## config.mk

```make
export PLATFORM = sky130hd
export DESIGN_NAME = osc_gearshift
export DESIGN_NICKNAME = d
export VERILOG_FILES = /design/src/rtl/gs_pkg.sv /design/src/rtl/gs_target.sv /design/src/rtl/gs_divider.sv /design/src/rtl/gs_gear.sv /design/src/rtl/osc_gearshift.sv
export SDC_FILE = /design/constraint.sdc
export NUM_CORES = 1
export LEC_CHECK = 0
export CAP_MARGIN = 40
export CORE_AREA = 8 8 45 47
export CTS_CLUSTER_SIZE = 40
export DETAILED_ROUTE_END_ITERATION = 10
export DIE_AREA = 0 0 53 55
export GPL_ROUTABILITY_DRIVEN = 0
export PLACE_DENSITY = 0.44
export SLEW_MARGIN = 20
export SYNTH_ARGS = -nofsm -noshare
export SYNTH_HDL_FRONTEND = slang
export SYNTH_HIERARCHICAL = 1
export SYNTH_SLANG_ARGS = --single-unit
export TNS_END_PERCENT = 5
```

## constraint.sdc

```tcl
create_clock -name clk_osc -period 1.5 [get_ports clk_osc]
set_clock_uncertainty 0.15 [all_clocks]
set_input_delay 0.45 -clock clk_osc [delete_from_list [all_inputs] [get_ports clk_osc]]
set_output_delay 0.45 -clock clk_osc [all_outputs]
set_load 0.02 [all_outputs]
```

## src/rtl/gs_pkg.sv

```systemverilog
package gs_pkg;
  typedef enum logic [1:0] {
    PM_RUN   = 2'd0,
    PM_SLEEP = 2'd1,
    PM_STOP  = 2'd2
  } pm_e;
endpackage

```

## src/rtl/gs_target.sv

```systemverilog
// Works out the normalized mode and the gear that the inputs call for.
module gs_target
  import gs_pkg::*;
(
  input  logic [1:0] mode_req,
  input  logic       stop_low_en,
  input  logic       low_always,
  output logic [1:0] mode_norm,
  output logic       want_low
);
  always_comb begin
    mode_norm = (mode_req == 2'd3) ? PM_RUN : mode_req;
    want_low  = low_always | ((mode_norm == PM_STOP) & stop_low_en);
  end
endmodule

```

## src/rtl/gs_divider.sv

```systemverilog
// Base-rate divider: wraps at DIV-1 and is held at zero in low gear or when cleared.
module gs_divider #(
  parameter int DIV = 8
) (
  input  logic clk,
  input  logic rst_n,
  input  logic hold_zero,
  output logic wrap
);
  localparam int CW = (DIV > 2) ? $clog2(DIV) : 1;
  localparam logic [CW-1:0] LAST = CW'(DIV - 1);

  logic [CW-1:0] cnt_q;

  always_ff @(posedge clk or negedge rst_n) begin
    if (!rst_n)              cnt_q <= '0;
    else if (hold_zero)      cnt_q <= '0;
    else if (cnt_q == LAST)  cnt_q <= '0;
    else                     cnt_q <= cnt_q + 1'b1;
  end

  assign wrap = (cnt_q == LAST);
endmodule

```

## src/rtl/gs_gear.sv

```systemverilog
// Gear register: shifts down only at a divider wrap, shifts up at once.
module gs_gear (
  input  logic clk,
  input  logic rst_n,
  input  logic want_low,
  input  logic wrap,
  output logic low_q,
  output logic clr_div
);
  logic go_down, go_up;

  always_comb begin
    go_down = !low_q && want_low && wrap;
    go_up   = low_q && !want_low;
    clr_div = go_down || go_up || low_q;
  end

  always_ff @(posedge clk or negedge rst_n) begin
    if (!rst_n)       low_q <= 1'b0;
    else if (go_down) low_q <= 1'b1;
    else if (go_up)   low_q <= 1'b0;
  end
endmodule

```

## src/rtl/osc_gearshift.sv

```systemverilog
module osc_gearshift #(
  parameter int DIV = 8
) (
  input  logic       clk_osc,
  input  logic       rst_n,
  input  logic [1:0] mode_req,
  input  logic       stop_low_en,
  input  logic       low_always,
  output logic       rate_low,
  output logic       mid_en,
  output logic [1:0] mode_cur,
  output logic       shift_pending
);
  import gs_pkg::*;

  logic [1:0] mode_norm;
  logic       want_low, wrap, low_q, clr_div;
  logic [1:0] mode_q;

  gs_target u_tgt (
    .mode_req   (mode_req),
    .stop_low_en(stop_low_en),
    .low_always (low_always),
    .mode_norm  (mode_norm),
    .want_low   (want_low)
  );

  gs_divider #(.DIV(DIV)) u_div (
    .clk      (clk_osc),
    .rst_n    (rst_n),
    .hold_zero(clr_div),
    .wrap     (wrap)
  );

  gs_gear u_gear (
    .clk     (clk_osc),
    .rst_n   (rst_n),
    .want_low(want_low),
    .wrap    (wrap),
    .low_q   (low_q),
    .clr_div (clr_div)
  );

  always_ff @(posedge clk_osc or negedge rst_n) begin
    if (!rst_n) mode_q <= PM_RUN;
    else        mode_q <= mode_norm;
  end

  assign rate_low      = low_q;
  assign mid_en        = low_q | wrap;
  assign mode_cur      = mode_q;
  assign shift_pending = want_low ^ low_q;
endmodule

```

Word-level counts from Yosys, hierarchy flattened
Cells that the tools add are included.
{"block": "totals", "word_cells": 24, "latchBits": 0, "ff_bits": 6, "ramBits": 0, "rom_bits": 0, "output_inout_bits": 5, "n_memories": 0, "in_bits": 6}
{"block": "classes", "n_shift": 0, "add_sub_neg": 1, "n_mux": 5, "bitwise": 4, "eq_ne": 3, "n_div": 0, "reduce_logical": 8, "mul": 0, "n_lt_le_gt_ge": 0}
{"operator": "3-bit 2-to-1 mux", "n": 2}
{"operator": "2-bit == test (second input constant)", "n": 2}
{"operator": "3-bit by 1-bit adder with 3-bit output (second input constant)", "n": 1}
{"operator": "3-bit == test (second input constant)", "n": 1}
{"operator": "1-bit logical AND", "n": 3}
{"operator": "1-bit logical NOT", "n": 2}
{"operator": "1-bit logical OR", "n": 2}
{"operator": "1-bit 2-to-1 mux", "n": 2}
{"operator": "2-bit 2-to-1 mux", "n": 1}
{"operator": "1-bit OR", "n": 2}
{"operator": "2-bit nonzero test", "n": 1}
{"operator": "1-bit bitwise AND", "n": 1}
{"operator": "1-bit bitwise XOR", "n": 1}

Logic depth before layout (Yosys ltp)
{"block": "logic_depth", "depth_word": 10, "depth_mapped": 4, "mapped_depth_nobuf": 4}

Cells and area by module
Netlist, hierarchy kept.
{"mod": "gs_divider", "cells_each": 8, "instances": 1, "seq_area_each_um2": 75.1, "area_per_inst_um2": 122.6}
{"mod": "osc_gearshift", "cells_each": 4, "instances": 1, "seq_area_each_um2": 50.0, "area_per_inst_um2": 65.1}
{"mod": "gs_gear", "cells_each": 3, "instances": 1, "seq_area_each_um2": 25.0, "area_per_inst_um2": 40.0}
{"mod": "gs_target", "cells_each": 3, "instances": 1, "seq_area_each_um2": 0.0, "area_per_inst_um2": 30.0}

Least setup slack after synthesis
Ideal clock, no wire load.
{"block": "synth_path", "path_type": "in2out", "from": "input mode_req[1]", "to": "output shift_pending", "path_buffers": 0, "arrival_time_ns": 1.107, "t_required_ns": 0.900, "slack_ns": -0.207, "stages": 3, "path_cell_list": "nor2b_4 -> a21o_1 -> xor2_1"}
{"block": "synth_between", "elab_chain_len": 6}
{"item": "start: declaration", "line_no": "osc_gearshift.sv:6", "rtl": "input logic [1:0] mode_req,"}
{"item": "2-bit == test", "line_no": "gs_target.sv:12", "rtl": "mode_norm = (mode_req == 2'd3) ? PM_RUN : mode_req;"}
{"item": "2-bit 2-to-1 mux (*)", "line_no": "gs_target.sv:12"}
{"item": "2-bit == test (*)", "line_no": "gs_target.sv:13", "rtl": "want_low = low_always | ((mode_norm == PM_STOP) & stop_low_en);"}
{"item": "1-bit bitwise AND (*)", "line_no": "gs_target.sv:13"}
{"item": "1-bit OR (*)", "line_no": "gs_target.sv:13"}
{"item": "named net want_low", "line_no": "osc_gearshift.sv:17", "rtl": "logic want_low, wrap, low_q, clr_div;"}
{"item": "1-bit bitwise XOR (*)", "line_no": "osc_gearshift.sv:52", "rtl": "assign shift_pending = want_low ^ low_q;"}
{"item": "end: declaration", "line_no": "osc_gearshift.sv:12", "rtl": "output logic shift_pending"}
The timed path passes the listed nets; every way through them passes the cells marked *.

Worst setup path in the final report
{"block": "layout_path", "from": "register u_div.cnt_q[0]", "to": "output mid_en"}
{"block": "layout_between", "elab_chain_len": 2}
{"item": "start: declaration", "line_no": "gs_divider.sv:13", "rtl": "logic [CW-1:0] cnt_q;"}
{"item": "start signal: assignment", "line_no": "gs_divider.sv:19", "rtl": "else cnt_q <= cnt_q + 1'b1;"}
{"item": "3-bit == test", "line_no": "gs_divider.sv:22", "rtl": "assign wrap = (cnt_q == LAST);"}
{"item": "named net wrap", "line_no": "osc_gearshift.sv:17"}
{"item": "1-bit OR", "line_no": "osc_gearshift.sv:50", "rtl": "assign mid_en = low_q | wrap;"}
{"item": "end: declaration", "line_no": "osc_gearshift.sv:10", "rtl": "output logic mid_en,"}
The timed path passes the listed nets, and every way through them passes these cells.

==> flow_summary.ini <==
[final_layout]
drive_above_1_share_pct = 65.7
nets = 45
n_antenna_cell = 0
syn_to_final_growth_pct = 71.4
final_area_um2 = 442

[grt]
grt_use_total_pct = 5.16
antenna_found_initial = 0
grt_max_degree = 7
grt_pass1_vias = 215
grt_pass1_wl_um = 1030
grt-ovfl-total = 0

[critical_path]
r2r-start = u_div/cnt_q[0]$_DFF_PN0_
rrSetupSlack_ns = 0.09
critical_path.endpoint = mid_en
r2r-end = u_div/cnt_q[0]$_DFF_PN0_
critPathCaptureType = output pin
critPathLaunchType = register
arrival_ns = 1.30
crit_fanout = 2
worst_ep_required_time_ns = 0.90
ff2ff_path_depth = 5
cp-startpoint = u_div/cnt_q[0]$_DFF_PN0_
path_class = register to output pin

[synth]
ys_seq_area_share_pct = 58.3
synth_mux_area_share_pct = 0
yosys.area_share.simple_pct = 19.9
yosysWarnings = 6
synth_area_per_cell_um2 = 14.3
synth_top_area_cell = dfrtp_1
syn_inst = 18
synth_edf_count = 0
synth_compound_area_share_pct = 8.74
yosys-top-cells-count = 6 x dfrtp_1, 2 x a21o_1, 2 x ha_1, 2 x nor2b_1
synth_most_common_cell = dfrtp_1
synth-seq-cells = 6
netlist_area_um2 = 258
synth_area_leaders = dfrtp_1 58%, ha_1 9.7%, a21o_1 5.8%
ys.flop_type = dfrtp_1
async_reset_ff_share_pct = 100
synth_top_area_share_pct = 58.3
synth_xor_area_share_pct = 3.40
synth_top_family_by_area = simple AND/OR/NAND/NOR gates
synthAdderAreaFrac_pct = 9.71
synth.distinct_cells = 10
syn-num-nets = 26

[power]
swShare_pct = 31.5
p_sw_uw = 236
power_frac_seq_pct = 34.2
pwr_density_cell_nw_per_um2 = 1700
clock_power_share_pct = 18.9
combPwrFrac_pct = 46.8
cellLeakagePower_uw = 0.000223
p_int_uw = 514
irDropWorstVdd_uv = 643

[detailed_routing]
routed_wl_um = 555
drt-initial-drc-count = 3
dr_wl_met2_um = 317
vias = 193
wl_per_cell_um = 10.9
postRouteAntennaNets = 0
wl_met1_um = 176
wl_met3_um = 50
drtPass1Iterations = 2
top_layer_used = met4
avgViaCountPerCell = 3.78
drc_errors = 0

[sta]
max_clock_freq_mhz = 527
worstMarginPinSlew_ns = 0.267
drv_slew = 0
period_needed_ns = 1.90
worst_slack_ns = -0.399
maxSlewHeadroom_pct = 82.1
setup_viol = 2
timing.final.crit_share_pct = 127
rsz0062_at_grt = true
finalHoldViolCount = 0

[run]
max_cap_viol_count = 0

[worst_hold_path]
hold_path_depth = 2
hold_path_class = input pin to register

[floorplanning]
die_w_um = 53
die_area_um2 = 2920
io_pins = 11
rows = 14
die_height_um = 55
initial_utilization_pct = 18.6
core-area_um2 = 1380

[clock_tree]
ctsHtreeMaxLevel = 1
clk_latency_ns = 0.24
clk_pin_slew_ns = 0.04
root_buffer = clkbuf_4
clock-sinks = 6
cts_buffers = 3
cts_tree = done
cts_buffer_depth = 2
postCtsSetupBuffers = 0

[placed_design]
placed_area_um2 = 423
pre_cts_ws_ns = -1.10
port_buffers = 10

[run_status]
status = finished, violations left
violations = setup timing
-- critical path: stages, from the launching register on --
cell and delay [ns]:
dfrtp_1 0.38, ha_2 0.19, ha_4 0.15, or2_4 0.22
buf_6 0.13
-- sequential cells by signal, summed over array words and instances, names as in the netlist --
register	flops
mode_cur	2
u_gear/low_q	1
u_div/cnt_q	3
-- power groups by stage --
stage               Combinational [µW]  Sequential, µW  Clock, µW
floorplan                          172             263          0
global placement                   337             247          0
detailed placement                 341             252          0
CTS                                360             257        151
global route                       389             265        161
finish                             351             256        142
-- cell usage in the layout, fill, tap and decap left out --
cell type        count
a21o_1               2
and2b_2              1
buf_4                4
buf_6                4
clkbuf_2             4
clkbuf_4             3
clkdlybuf4s15_1      1
clkdlybuf4s50_1      1
dfrtp_1              5
dfrtp_2              1
ha_2                 1
ha_4                 1
nor2b_1              2
nor2b_4              1
nor3_2               1
o21a_1               1
or2_4                1
xor2_2               1
-- per-layer routing --
layer  track usage [%]  vias up
met4              3.88        0
met3              3.74        2
met2              8.59        4
li1                  -       95
met5                 0        -
met1              4.16       92
-- cells by family after synthesis --
group / Yosys count
AO/OA/AOI/OAI: 3
XOR/XNOR: 1
adder cells (fa/ha/maj): 2
flip-flops: 6
AND/OR/NAND/NOR: 6
-- stage by stage --
step	hold WS (ns)	utilization [%]	instances	TNS (ns)	total power [µW]
after detailed placement	0.381	30.6	48	-3.35	593
after floorplan	0.00441	-	18	-0.182	435
after global routing	0.202	31.9	51	-0.688	814
after global placement	0.363	30.6	48	-3.21	584
final	0.210	31.9	51	-0.628	749
after CTS	0.247	32.7	51	-0.836	768
-- area by class of cell --
cell class                      instances  area [µm²]
Multi-Input combinational cell         12         133
Sequential cell                         6         151
Timing Repair Buffer                   14         115
Tap cell                               16        20.0
Fill cell                             147         942
Clock buffer                            3        22.5
-- how the worst min path moves through the flow --
stage                                   startpoint                  endpoint  slack (ns)
after CTS                              mode_req[0]     mode_cur[1]$_DFF_PN0_        0.25
after global routing                   mode_req[0]     mode_cur[1]$_DFF_PN0_        0.20
after floorplan                              rst_n     mode_cur[0]$_DFF_PN0_       0.004
after global placement    u_div/cnt_q[0]$_DFF_PN0_  u_div/cnt_q[0]$_DFF_PN0_        0.36
final                                  mode_req[0]     mode_cur[1]$_DFF_PN0_        0.21
after detailed placement  u_div/cnt_q[0]$_DFF_PN0_  u_div/cnt_q[0]$_DFF_PN0_        0.38
-- what timing repair did --
| action | 4_1_cts | 5_1_grt |
|---|---|---|
| resized for setup | 31 | 8 |
| setup endpoints to repair | 8 | 6 |
| pin swaps | 2 | 2 |
| hold buffers | 0 | 0 |
Power figures use the tool's default switching activity.
